--- config.mk ---
export PLATFORM = sky130hd
export DESIGN_NAME = masked_vadd_unit
export DESIGN_NICKNAME = d
export VERILOG_FILES = /design/src/rtl/masked_vadd_unit.sv
export SDC_FILE = /design/constraint.sdc
export NUM_CORES = 1
export LEC_CHECK = 0
export ABC_AREA = 0
export BUFFER_PORTS_ARGS = -buffer_cell sky130_fd_sc_hd__buf_4
export CAP_MARGIN = 20
export CORE_ASPECT_RATIO = 0.8
export CORE_MARGIN = 8
export CORE_UTILIZATION = 46
export DETAILED_ROUTE_END_ITERATION = 6
export HOLD_SLACK_MARGIN = 0.03
export PLACE_DENSITY = 0.78
export SYNTH_ARGS = -nofsm -noshare
export SYNTH_HDL_FRONTEND = slang
export SYNTH_SLANG_ARGS = --single-unit
--- constraint.sdc ---
create_clock -name clk -period 4.1 [get_ports clk]
set_input_delay 0.205 -clock clk [delete_from_list [all_inputs] [get_ports clk]]
set_output_delay 0.205 -clock clk [all_outputs]
set_load 0.02 [all_outputs]
--- src/rtl/masked_vadd_unit.sv ---
module masked_vadd_unit #(
  parameter int VLMAX = 8,
  parameter int W     = 16
) (
  input  logic                       clk,
  input  logic                       rst_n,
  input  logic                       cmd_valid,
  output logic                       cmd_ready,
  input  logic [1:0]                 cmd_op,
  input  logic                       cmd_dense,
  input  logic [$clog2(VLMAX+1)-1:0] cmd_vl,
  input  logic [W-1:0]               cmd_scalar,
  output logic [$clog2(VLMAX)-1:0]   rd_idx,
  input  logic [W-1:0]               rd_a,
  input  logic [W-1:0]               rd_b,
  output logic                       wr_en,
  output logic [$clog2(VLMAX)-1:0]   wr_idx,
  output logic [W-1:0]               wr_data,
  output logic [VLMAX-1:0]           mask_o,
  output logic                       busy,
  output logic                       done
);
  localparam int IW = $clog2(VLMAX);
  localparam int LW = $clog2(VLMAX+1);
  localparam logic [1:0] OP_ADD = 2'd0, OP_CLR = 2'd1, OP_CMP = 2'd2;
  localparam logic [IW:0] NONE = (IW+1)'(VLMAX);

  logic              busy_q, dense_q;
  logic [1:0]        op_q;
  logic [LW-1:0]     vl_q, vl_in;
  logic [W-1:0]      scal_q;
  logic [IW:0]       scan_q, cur, nxt;
  logic [VLMAX-1:0]  mask_q, span_q, span_in, elig;
  logic              accept, have, last;

  function automatic logic [IW:0] seek(input logic [IW:0] from, input logic [VLMAX-1:0] ok);
    seek = NONE;
    for (int j = VLMAX-1; j >= 0; j--)
      if ((IW+1)'(j) >= from && ok[j]) seek = (IW+1)'(j);
  endfunction

  assign vl_in = (int'(cmd_vl) > VLMAX) ? LW'(VLMAX) : cmd_vl;

  always_comb begin
    for (int j = 0; j < VLMAX; j++) begin
      span_q[j]  = j < int'(vl_q);
      span_in[j] = j < int'(vl_in);
    end
  end

  assign elig   = ((dense_q && op_q == OP_ADD) ? mask_q : {VLMAX{1'b1}}) & span_q;
  assign cur    = seek(scan_q, elig);
  assign nxt    = seek(cur + 1'b1, elig);
  assign have   = busy_q && cur != NONE;
  assign last   = busy_q && (cur == NONE || nxt == NONE);
  assign accept = cmd_valid && !busy_q;

  assign cmd_ready = !busy_q;
  assign busy      = busy_q;
  assign done      = last;
  assign mask_o    = mask_q;
  assign rd_idx    = cur[IW-1:0];
  assign wr_idx    = cur[IW-1:0];
  assign wr_data   = rd_a + rd_b;
  assign wr_en     = have && op_q == OP_ADD && mask_q[cur[IW-1:0]];

  always_ff @(posedge clk) begin
    if (!rst_n) begin
      busy_q  <= 1'b0;
      dense_q <= 1'b0;
      op_q    <= OP_ADD;
      vl_q    <= '0;
      scal_q  <= '0;
      scan_q  <= '0;
      mask_q  <= '1;
    end else if (accept) begin
      if (cmd_op == OP_CLR) mask_q <= '1;
      if (cmd_op == OP_ADD || cmd_op == OP_CMP) begin
        busy_q  <= 1'b1;
        op_q    <= cmd_op;
        dense_q <= cmd_dense;
        vl_q    <= vl_in;
        scal_q  <= cmd_scalar;
        scan_q  <= '0;
      end
      if (cmd_op == OP_CMP) mask_q <= mask_q & span_in;
    end else if (busy_q) begin
      if (have && op_q == OP_CMP)
        mask_q[cur[IW-1:0]] <= $signed(rd_a) > $signed(scal_q);
      scan_q <= cur + 1'b1;
      if (last) busy_q <= 1'b0;
    end
  end

  a_r8_write_below_length: assert property (@(posedge clk) disable iff (!rst_n)
    wr_en |-> int'(wr_idx) < int'(vl_q));
  a_r5_done_before_idle: assert property (@(posedge clk) disable iff (!rst_n)
    done |=> !busy);
  a_r6_clear_sets_all: assert property (@(posedge clk) disable iff (!rst_n)
    (accept && cmd_op == OP_CLR) |=> (mask_o == {VLMAX{1'b1}} && !busy));
  a_r3_skip_always_writes: assert property (@(posedge clk) disable iff (!rst_n)
    (busy && dense_q && op_q == OP_ADD && |(mask_q & span_q)) |-> wr_en);
  a_r10_no_accept_when_busy: assert property (@(posedge clk) disable iff (!rst_n)
    (busy && !done) |=> busy);
  a_r7_compare_no_write: assert property (@(posedge clk) disable iff (!rst_n)
    (busy && op_q == OP_CMP) |-> !wr_en);
endmodule

Word-level counts from Yosys, hierarchy flattened
Index checks and enable logic that the tools add are counted.

operators by class
  reduce and logical (&&, ||, !) cells = 34
  bitwise logic cells = 2
  equal/unequal tests = 8
  multiplexer cells = 35
  magnitude comparators = 36
  add/sub/neg operators = 2

operators with widths
  operator               number
  $mux W4                20
  $mux W8                6
  $ge A3 B4 Y1 const A   8
  $lt A3 B4 Y1 const A   8
  $logic_and A1 B1 Y1    24
  $add A16 B16 Y16       1
  $and A8 B8 Y8          2
  $ge A1 B4 Y1 const A   4
  $ge A2 B4 Y1 const A   4
  $gt A16 B16 Y1         1
  $lt A1 B4 Y1 const A   4
  $lt A2 B4 Y1 const A   4
  $bwmux W8              1
  $eq A4 B4 Y1 const B   2
  $mux W1                6
  $add A4 B1 Y4 const B  1
  $eq A2 B2 Y1 const B   2
  $gt A4 B4 Y1 const B   1
  $logic_not A2 Y1       2
  $lt A3 B4 Y1 const B   1
  $ne A4 B4 Y1 const B   1
  $reduce_and A2 Y1      2
  $reduce_bool A2 Y1     2
  $bmux W1 S3            1
  other kinds (8)        9

storage, ports and cells
  output and inout bits = 34
  register bits = 36
  logic and storage cells = 124

Logic depth before layout (Yosys ltp)
Gate-level depths: netlist of the first run.

  depth after elaboration = 30
  depth in mapped cells = 16

Worst setup path after synthesis of the first run
No wires, ideal clock.

  path type = reg2out
  start = reg mask_q[4] (netlist: mask_o[4])
  end = out wr_en
  buffers on the path = 2
  setup slack = 0.634 ns
  arrival = 3.261 ns
  data required time = 3.895 ns
  stages on the path, launching flop included = 13
  cells stage by stage = dfxtp_1 -> or4b_1 -> o2111a_1 -> o21ba_1 -> o221ai_2 -> nand2_2 -> buf_6 -> clkinv_2 -> buf_6 -> ha_1 -> and4bb_2 -> or3_1 -> a2111oi_2

on the way
  word-level cells in the longest chain between the ends = 12
  elaborated cells on any way between the ends = 14

ends and longest elaborated chain
  item                                                                 line  source
  start, declared                                                      33    logic [VLMAX-1:0] mask_q, span_q, span_in, elig;
  start signal, assigned                                               86    if (cmd_op == OP_CMP) mask_q <= mask_q & span_in;
  start signal, assigned by index                                      89    mask_q[cur[IW-1:0]] <= $signed(rd_a) > $signed(scal_q);
  $mux W8 (*)                                                          51    assign elig = ((dense_q && op_q == OP_ADD) ? mask_q : {VLMAX{1'b1}}) & span_q;
  $and A8 B8 Y8 (*)                                                    51
  $logic_and A1 B1 Y1 (*)                                              39    if ((IW+1)'(j) >= from && ok[j]) seek = (IW+1)'(j);
  $mux W4 (*) (5 in series)                                            39
  named net rd_idx[0]                                                  13    output logic [$clog2(VLMAX)-1:0] rd_idx,
  parallel branches: the longest is 3 deep, another holds $bmux W1 S3  -
  $logic_and A1 B1 Y1 (*)                                              65    assign wr_en = have && op_q == OP_ADD && mask_q[cur[IW-1:0]];
  end, declared                                                        16    output logic wr_en,

Mark *: on every way through the listed nets, which the timed path passes. The select of a mux whose other input is x is not followed.

Final worst setup path of the first run
  start = reg op_q[1]
  end = out wr_en

on the way
  word-level cells in the longest chain between the ends = 17
  elaborated cells on any way between the ends = 26

ends and longest elaborated chain
  item                                                              line    source
  start, declared                                                   29      logic [1:0] op_q;
  start signal, assigned                                            80      op_q <= cmd_op;
  $logic_not A2 Y1 (*)                                              51, 65
  parallel branches: the longest is 15 deep, another holds $mux W8  -
  $logic_and A1 B1 Y1 (*)                                           65

Mark *: on every way between the ends. The select of a mux whose other input is x is not followed.

==> impl_metrics.json, run 1 <==
{
  "outcome": "completed",
  "grt_pass1_vias": 3597,
  "p_comb_frac": 0.470,
  "seq_power_share": 0.313,
  "grt_pass1_wl_um": 17400,
  "hp-class": "in -> reg",
  "vias": 3727,
  "ir_drop_v": 0.000181,
  "seq_area_frac_synth": 0.209,
  "antenna_found_initial": 0,
  "cts_buffers": 5,
  "cts_tree": "done",
  "insertion_delay_ns": 0.30,
  "ios": 92,
  "die_w_um": 113,
  "core_area_um2": 7320,
  "vias_per_cell": 5.85,
  "die_y_um": 93.5,
  "crit_type": "reg -> out",
  "pre_cts_ws_ns": 0.535,
  "yosysUniqueCellTypes": 76,
  "grt_overflow": 0,
  "cts_sinks": 36,
  "initial_core_util": 0.471,
  "switchingPower_uw": 506,
  "yosysTopAreaCell": "dfxtp_1",
  "cts.path.max_buffers": 2,
  "place_hpwl_um": 8500,
  "slew_headroom": 0.439,
  "start_kind": "register",
  "leakage_nw": 1.84,
  "dieArea_um2": 10500,
  "ys_seq_elements": 36,
  "intPower_uw": 753,
  "switching_share": 0.402,
  "p_total_mw": 1.26,
  "p_clk_frac": 0.217,
  "final-hold-violation-count": 0,
  "portBuffers": 91,
  "worst_pin_slew_ns": 0.820,
  "top_usage_layer": "met2",
  "drcViolationCount": 0,
  "drive_gt1_frac": 0.225,
  "firstDrtPassIters": 5,
  "slew_viol_final": 0,
  "netlist_instances": 465,
  "syn-cell-area_um2": 3450,
  "syn_nets": 558,
  "fin_worst_skew_ns": 0.0115,
  "cts_htree_levels": 2,
  "synth_warnings": 0,
  "cap_violations": 0,
  "grt_use_met2": 0.350,
  "postCtsSetupBuffers": 0,
  "cp_data_arrival_time_ns": 3.66,
  "timing.final.ws_setup_ns": 0.234,
  "num_antenna_cells": 0,
  "syn2layout_area_growth_pct": 23.4,
  "setup_tns_ns": 0,
  "synth_area_leaders": "dfxtp_1 (21%), ha_1 (12%), a21oi_1 (7.8%)",
  "synth.most_common_cell": "nand2_1",
  "p_per_area_nw_per_um2": 296,
  "initialDrtViolationCount": 231,
  "synth_edf_count": 0,
  "max_freq_mhz": 259,
  "clock_tree.root_cell": "clkbuf_8",
  "finalCriticalPeriod_ns": 3.87,
  "syn_area_per_cell_um2": 7.42,
  "synth_ff_type": "dfxtp_1",
  "gp_congestion": 0.941,
  "fin_util": 0.581,
  "synth_common_cells": "nand2_1 (58), a21oi_1 (54), nor2_1 (38)",
  "clkTransAtPathRegs_ns": 0.09,
  "num_rows": 28,
  "cp_max_fo": 13,
  "final_nets": 639,
  "wl_per_cell_um": 16.8,
  "postCtsHoldBufs": 0,
  "synth_top_area_frac": 0.209,
  "crit_required_ns": 3.89,
  "period_share": 0.943,
  "ant_nets": 0,
  "grt_max_degree": 29,
  "crit_path_end_kind": "output port",
  "grt_use_met3": 0.0367,
  "gr-usage-all-layers": 0.199,
  "met1_usage": 0.249,
  "setup_viol": 0,
  "ctsResizeCount": 0,
  "rsz0062_at_grt": "false",
  "routed_wl_um": 10700,
  "async_flop_share": 0
}
cell families (layout without fill, tap and decap cells):
kind of cell / count (synthesis) / in the layout / synth area share
AND/OR/NAND/NOR: 167 / 167 / 0.247
AO/OA/AOI/OAI: 151 / 151 / 0.296
buffers and inverters: 59 / 141 / 0.0754
flip-flops: 36 / 36 / 0.209
adder cells (fa/ha/maj): 35 / 35 / 0.129
XOR/XNOR: 16 / 16 / 0.0406
multiplexers: 1 / 1 / 0.00290
path summary, 6_finish.rpt:
kind,from,end,slack (ns),cells after the start
worst min-delay path,cmd_scalar[1],scal_q[1],0.15,3
worst max-delay path,op_q[1],wr_en,0.23,11
worst min register to register,scal_q[10],scal_q[10],0.46,2
worst max register to register,op_q[1],mask_o[2],0.61,12
power groups by stage:
stage / logic [mW] / clock network (mW) / registers, mW
final: 0.591 / 0.274 / 0.394
after global routing: 0.644 / 0.288 / 0.397
after CTS: 0.585 / 0.276 / 0.393
after detailed placement: 0.583 / 0 / 0.401
after global placement: 0.576 / 0 / 0.400
after floorplan: 0.383 / 0 / 0.399
layout make-up:
type / count / area (µm²)
inverter: 39 / 148
sequential: 36 / 721
multi-input combinational: 370 / 2480
fill: 668 / 3070
clock inverter: 2 / 10.0
tap: 90 / 113
clock buffer: 6 / 82.6
timing repair buffer: 94 / 706
metrics by stage:
stage	cell area, µm²	hold WS [ns]	instances
after floorplan	3450	0.341	465
after global placement	4160	0.444	629
after detailed placement	4160	0.449	629
after CTS	4250	0.154	637
after global routing	4260	0.167	637
final	4260	0.154	637
worst max-delay path, stage by stage (launching register included):
cell       delay (ns)
dfxtp_1          0.39
or4b_1           0.60
o2111a_1         0.23
o21ba_1          0.26
o221ai_2         0.14
nand2_4          0.20
clkinv_2         0.18
ha_1             0.22
and4bb_2         0.24
or3_1            0.36
a2111oi_2        0.34
buf_4            0.20
registers in the layout (all words and copies together), names as in the netlist:
name	count
scan_q	4
mask_o	8
scal_q	16
busy	1
dense_q	1
vl_q	4
op_q	2
layout by cell type, fill, tap and decap left out, drive strengths merged, types with 8 or more instances in the layout:
| cell | count |
|---|---|
| nand2 | 59 |
| nand3 | 9 |
| dfxtp | 36 |
| ha | 34 |
| o21ai | 27 |
| buf | 94 |
| xnor2 | 11 |
| nor2b | 8 |
| a21oi | 54 |
| inv | 37 |
| nor2 | 38 |
| nor3 | 10 |
layer usage:
metal	wire length, µm	part of all wire
met5	0	0
met4	119	0.011
met3	659	0.062
met2	5190	0.48
met1	4740	0.44
No activity file was read; power rests on OpenSTA's default activity.
==> inputs of run 2 (changes only) <==
ABC_AREA = 1   (was 0)
==> run 2 against run 1 <==
Area after synthesis fell by 1.4%; final cell count rose by 6.9%; clock skew fell by 0.0034 ns; wire length fell by 11%; via count fell by 5.2%; sequential share of layout area rose by 0.055 points; critical path type unchanged; critical endpoint is now done.
==> impl_metrics.json, run 2 <==
{
  "outcome": "completed",
  "clock_tree.root_cell": "clkbuf_8",
  "cts_htree_levels": 2,
  "num_antenna_cells": 0,
  "place_hpwl_um": 7840,
  "top_layer": "met4",
  "synth_warnings": 0,
  "core_area_um2": 7290,
  "gp_congestion": 0.925,
  "regArea_um2": 721,
  "worst_pin_slew_ns": 0.543,
  "synth_top_area_frac": 0.212,
  "crit_path_end_kind": "output port",
  "period_share": 0.769,
  "layout_commonest_cell": "nand2_1",
  "cts.path.max_buffers": 2,
  "setup_viol": 0,
  "leakage_nw": 2.14,
  "crit_required_ns": 3.89,
  "max_freq_mhz": 317,
  "crit_type": "reg -> out",
  "ios": 92,
  "synth_ff_type": "dfxtp_1",
  "placed_cells": 672,
  "cp_max_fo": 7,
  "p_per_area_nw_per_um2": 362,
  "regMostFlops": "scal_q",
  "p_comb_frac": 0.557,
  "cts_buffers": 5,
  "route.layer.met1.wl_um": 4480,
  "cp_data_arrival_time_ns": 2.95,
  "ctsResizeCount": 0,
  "postCtsSetupBuffers": 0,
  "synth_edf_count": 0,
  "cap_violations": 0,
  "initial_core_util": 0.467,
  "critPathSlowestCell": "dfxtp_1",
  "slew_viol_final": 0,
  "seq_area_frac_synth": 0.212,
  "synth_common_cells": "nand2_1 (98), inv_1 (65), a21oi_1 (62)",
  "hp-class": "in -> reg",
  "routed_wl_um": 9500,
  "mostFrequentLayoutCells": "nand2_1 (98), buf_4 (91), inv_1 (65)",
  "nFillCells": 725,
  "clkTransAtPathRegs_ns": 0.08,
  "crit_path_max_incr_delay_ns": 0.36,
  "gr-usage-all-layers": 0.188,
  "postCtsHoldBufs": 0,
  "vias_per_cell": 5.19,
  "num_rows": 28,
  "firstDrtPassIters": 4,
  "final-hold-violation-count": 0,
  "wl_met2_um": 4410,
  "syn2layout_area_growth_pct": 24.8,
  "slew_headroom": 0.637,
  "wl_met3_um": 504,
  "vias": 3533,
  "yosysTopAreaCell": "dfxtp_1",
  "initialDrtViolationCount": 202,
  "seq_power_share": 0.268,
  "wl_per_cell_um": 13.9,
  "syn-cell-area_um2": 3400,
  "antenna_found_initial": 0,
  "p_clk_frac": 0.175,
  "ir_drop_v": 0.000191,
  "die_y_um": 92.9,
  "syn_nets": 597,
  "portBuffers": 91,
  "insertion_delay_ns": 0.29,
  "largest_register_ffs": 16,
  "syn_area_per_cell_um2": 6.75,
  "drive_gt1_frac": 0.266,
  "switching_share": 0.448,
  "final_nets": 683,
  "synth.most_common_cell": "nand2_1",
  "setup_tns_ns": 0,
  "path_buf_inv": 4,
  "yosysUniqueCellTypes": 47,
  "netlist_instances": 504,
  "ys_seq_elements": 36,
  "dieArea_um2": 10400,
  "start_kind": "register",
  "fin_cells": 681,
  "cpMostUsedCell": "nand2_2",
  "fin_worst_skew_ns": 0.00813,
  "rsz0062_at_grt": "false",
  "synth_area_leaders": "dfxtp_1 (21%), ha_1 (13%), nand2_1 (11%)",
  "switchingPower_uw": 687,
  "intPower_uw": 848,
  "grt_max_degree": 41,
  "grt_pass1_vias": 3508,
  "drcViolationCount": 0,
  "cts_tree": "done",
  "cts_sinks": 36,
  "ant_nets": 0,
  "grt_pass1_wl_um": 16300,
  "multi_input_area_um2": 2300,
  "p_total_mw": 1.53,
  "die_w_um": 112,
  "async_flop_share": 0,
  "finalCriticalPeriod_ns": 3.15,
  "grt_overflow": 0,
  "crit_chain": "nor2_2 -> o21ai_0 -> nand3b_4 -> nand2_2 -> inv_2 -> a21oi_4 -> inv_4 -> ha_1 -> a32o_1 -> o21bai_2 -> inv_1 -> nand2_2 -> nand2_2 -> nand2_1 -> nor2_2 -> buf_4",
  "cp_top_family": "compound AO/OA/AOI/OAI gates"
}
[run 2: cell types whose count changed after synthesis, moves of 7 or more]
| cell | previous run | this run |
|---|---|---|
| inv_2 | 1 | 12 |
| o21ai_0 | 26 | 37 |
| a21oi_1 | 54 | 62 |
| nand2_2 | 1 | 18 |
| nor2_1 | 38 | 29 |
| inv_1 | 36 | 65 |
| nand2_1 | 58 | 98 |
| nor2b_1 | 8 | 0 |
| o21ai_1 | 1 | 8 |
[run 2: worst paths after layout]
kind            startpoint    endpoint  slack, ns  cells after the start
max              scan_q[2]        done       0.95                     16
min          cmd_scalar[0]   scal_q[0]       0.13                      3
max reg2reg      scan_q[2]        busy       1.46                     16
min reg2reg     scal_q[14]  scal_q[14]       0.46                      2
[run 2: power by group through the flow]
stage / Sequential [mW] / Clock (mW) / Combinational (mW)
finish: 0.411 / 0.269 / 0.854
global route: 0.417 / 0.300 / 0.945
CTS: 0.410 / 0.282 / 0.847
detailed placement: 0.419 / 0 / 0.844
global placement: 0.417 / 0 / 0.828
floorplan: 0.423 / 0 / 0.600
[run 2: final cells by class]
| class | instances | share of cell area |
|---|---|---|
| clock buffer | 6 | 0.0195 |
| clock inverter | 2 | 0.00324 |
| inverter | 79 | 0.0711 |
| multi-input combinational | 376 | 0.542 |
| sequential | 36 | 0.170 |
| tap | 90 | 0.0265 |
| timing repair buffer | 92 | 0.168 |
[run 2: cell families after synthesis]
| family | Yosys count | synth area share |
|---|---|---|
| simple gates | 192 | 0.284 |
| compound gates | 134 | 0.223 |
| buf+inv | 92 | 0.111 |
| flops | 36 | 0.212 |
| fa+ha+maj | 35 | 0.131 |
| xor+xnor | 15 | 0.0386 |
[run 2: metal layers]
layer  vias up  track usage
met2        87        0.315
met4         0       0.0470
met5         -            0
met1      1601        0.242
met3         9       0.0364
li1       1836            -
[run 2: metrics by stage]
step	worst slack, ns	area (µm²)	hold slack, ns	util
floorplan	1.38	3400	0.340	-
global placement	1.28	4120	0.427	0.565
detailed placement	1.28	4120	0.434	0.565
CTS	0.950	4220	0.127	0.578
global route	0.655	4240	0.148	0.582
finish	0.947	4240	0.134	0.582
[run 2: tightest hold or removal path, cell delays in order]
cell	delay (ns)
buf_4	0.08
nor2_1	0.03
nor2_1	0.08
==> inputs of run 3 (changes only) <==
ABC_AREA = 0   (was 1)
PLACE_DENSITY = 0.81   (was 0.78)
clock period = 2.84 ns   (was 4.1 ns; I/O delays follow)
==> run 3 against run 2 <==
The run now ends with setup timing left; global-route usage is 3.2 points higher; cell area increased by 18%; hold slack lost 0.054 ns; combinational power rose by 28%; wire length grew 28%; worst setup slack got worse by 1.3 ns; first-iteration DRC count is 44% higher.
==> impl_metrics.json, run 3 (synthesis gave the netlist of run 1 again) <==
{
  "cap_violations": 0,
  "slew_viol_final": 0,
  "num_antenna_cells": 0,
  "ir_drop_v": 0.000297,
  "grt_pass1_wl_um": 18900,
  "fin_util": 0.682,
  "die_w_um": 113,
  "cp_max_fo": 5,
  "crit_required_ns": 2.70,
  "cts_buffers": 5,
  "postCtsHoldBufs": 0,
  "slew_headroom": 0.463,
  "intPower_mw": 1.35,
  "setup_tns_ns": -1.34,
  "initialDrtViolationCount": 291,
  "cp_data_arrival_time_ns": 3.04,
  "gp_congestion": 0.974,
  "insertion_delay_ns": 0.30,
  "antenna_found_initial": 0,
  "finalCriticalPeriod_ns": 3.19,
  "period_share": 1.12,
  "hp-class": "in -> reg",
  "grt_max_degree": 29,
  "timing.final.ws_setup_ns": -0.345,
  "nFillCells": 590,
  "cts.path.max_buffers": 2,
  "ant_nets": 0,
  "die_y_um": 93.5,
  "switchingPower_uw": 820,
  "final-hold-violation-count": 0,
  "final_nets": 698,
  "cts_tree": "done",
  "wl_per_cell_um": 17.4,
  "fin_cells": 696,
  "place_hpwl_um": 9510,
  "core_area_um2": 7320,
  "regMostFlops": "scal_q",
  "drcViolationCount": 0,
  "rsz0062_at_grt": "true",
  "ios": 92,
  "worst_pin_slew_ns": 0.803,
  "clkTransAtPathRegs_ns": 0.08,
  "dieArea_um2": 10500,
  "crit_type": "reg -> out",
  "syn2layout_area_growth_pct": 44.8,
  "grt_pass1_vias": 3857,
  "max_freq_mhz": 314,
  "cts_sinks": 36,
  "setup_viol": 10,
  "layout_commonest_cell": "buf_4",
  "cts_htree_levels": 2,
  "p_per_area_nw_per_um2": 435,
  "vias_per_cell": 5.77,
  "start_kind": "register",
  "mostFrequentLayoutCells": "buf_4 (151), nand2_1 (57), a21oi_1 (52)",
  "worst_hold_slack_ns": 0.0803,
  "fin_worst_skew_ns": 0.0109,
  "outcome": "complete, but fails checks",
  "vias": 4013,
  "placed_cells": 680,
  "p_comb_frac": 0.502,
  "grt_overflow": 0,
  "firstDrtPassIters": 5,
  "crit_path_end_kind": "output port",
  "drive_gt1_frac": 0.361,
  "initial_core_util": 0.471,
  "switching_share": 0.378,
  "clock_tree.root_cell": "clkbuf_8",
  "routed_wl_um": 12100,
  "largest_register_ffs": 16,
  "seq_power_share": 0.259,
  "leakage_nw": 2.17,
  "p_clk_frac": 0.238,
  "gr-usage-all-layers": 0.219,
  "violations": "setup timing",
  "num_rows": 28,
  "portBuffers": 91
}
run 3: repair_timing:
action | in CTS | in global routing
setup endpoints to repair | 11 | 12
resized for setup | 13 | 27
pin swaps | 6 | 14
setup buffers | 5 | 3
run 3: power by group through the flow:
stage / Clock [mW] / Combinational (mW) / Sequential (mW)
after floorplan: 0 / 0.585 / 0.576
after global placement: 0 / 0.979 / 0.571
after detailed placement: 0 / 1.00 / 0.571
after CTS: 0.514 / 1.04 / 0.560
after global routing: 0.542 / 1.18 / 0.565
final: 0.517 / 1.09 / 0.563
run 3: cell type report:
class,count,area (µm²),area share
Clock buffer,7,96.3,0.0193
Clock inverter,1,30.0,0.00601
Inverter,39,151,0.0303
Multi-Input combinational cell,370,2720,0.544
Sequential cell,36,732,0.147
Tap cell,90,113,0.0225
Timing Repair Buffer,153,1160,0.231
run 3: final timing paths:
check / depth (start not counted) / slack (ns) / from / endpoint
setup reg to reg: 12 / -0.17 / op_q[1] / busy
hold / removal: 3 / 0.08 / cmd_dense / dense_q
setup / recovery: 12 / -0.35 / op_q[1] / done
hold reg to reg: 2 / 0.45 / scal_q[6] / scal_q[6]
run 3: metal layers:
metal / global-route usage / routed length [µm] / vias up
li1: - / - / 1956
met1: 0.278 / 5290 / 1879
met2: 0.376 / 5800 / 163
met3: 0.0386 / 913 / 15
met4: 0.0571 / 121 / 0
met5: 0 / 0 / -
run 3: critical path: stages, from the launching register on:
cell	delay (ns)
dfxtp_4	0.36
or3b_4	0.42
o221a_4	0.29
o21ba_4	0.23
o221ai_4	0.18
nand2_2	0.14
ha_4	0.20
nor3b_2	0.16
a21oi_1	0.05
o31ai_1	0.23
o2111ai_2	0.17
o21ai_2	0.16
buf_6	0.13
run 3: stage by stage:
stage | cell area [µm²] | total power [mW] | setup slack [ns]
global route | 5000 | 2.28 | -0.466
floorplan | 3560 | 1.16 | -0.181
CTS | 4860 | 2.11 | -0.338
global placement | 4640 | 1.55 | -0.0821
finish | 5000 | 2.17 | -0.345
detailed placement | 4640 | 1.57 | -0.0971
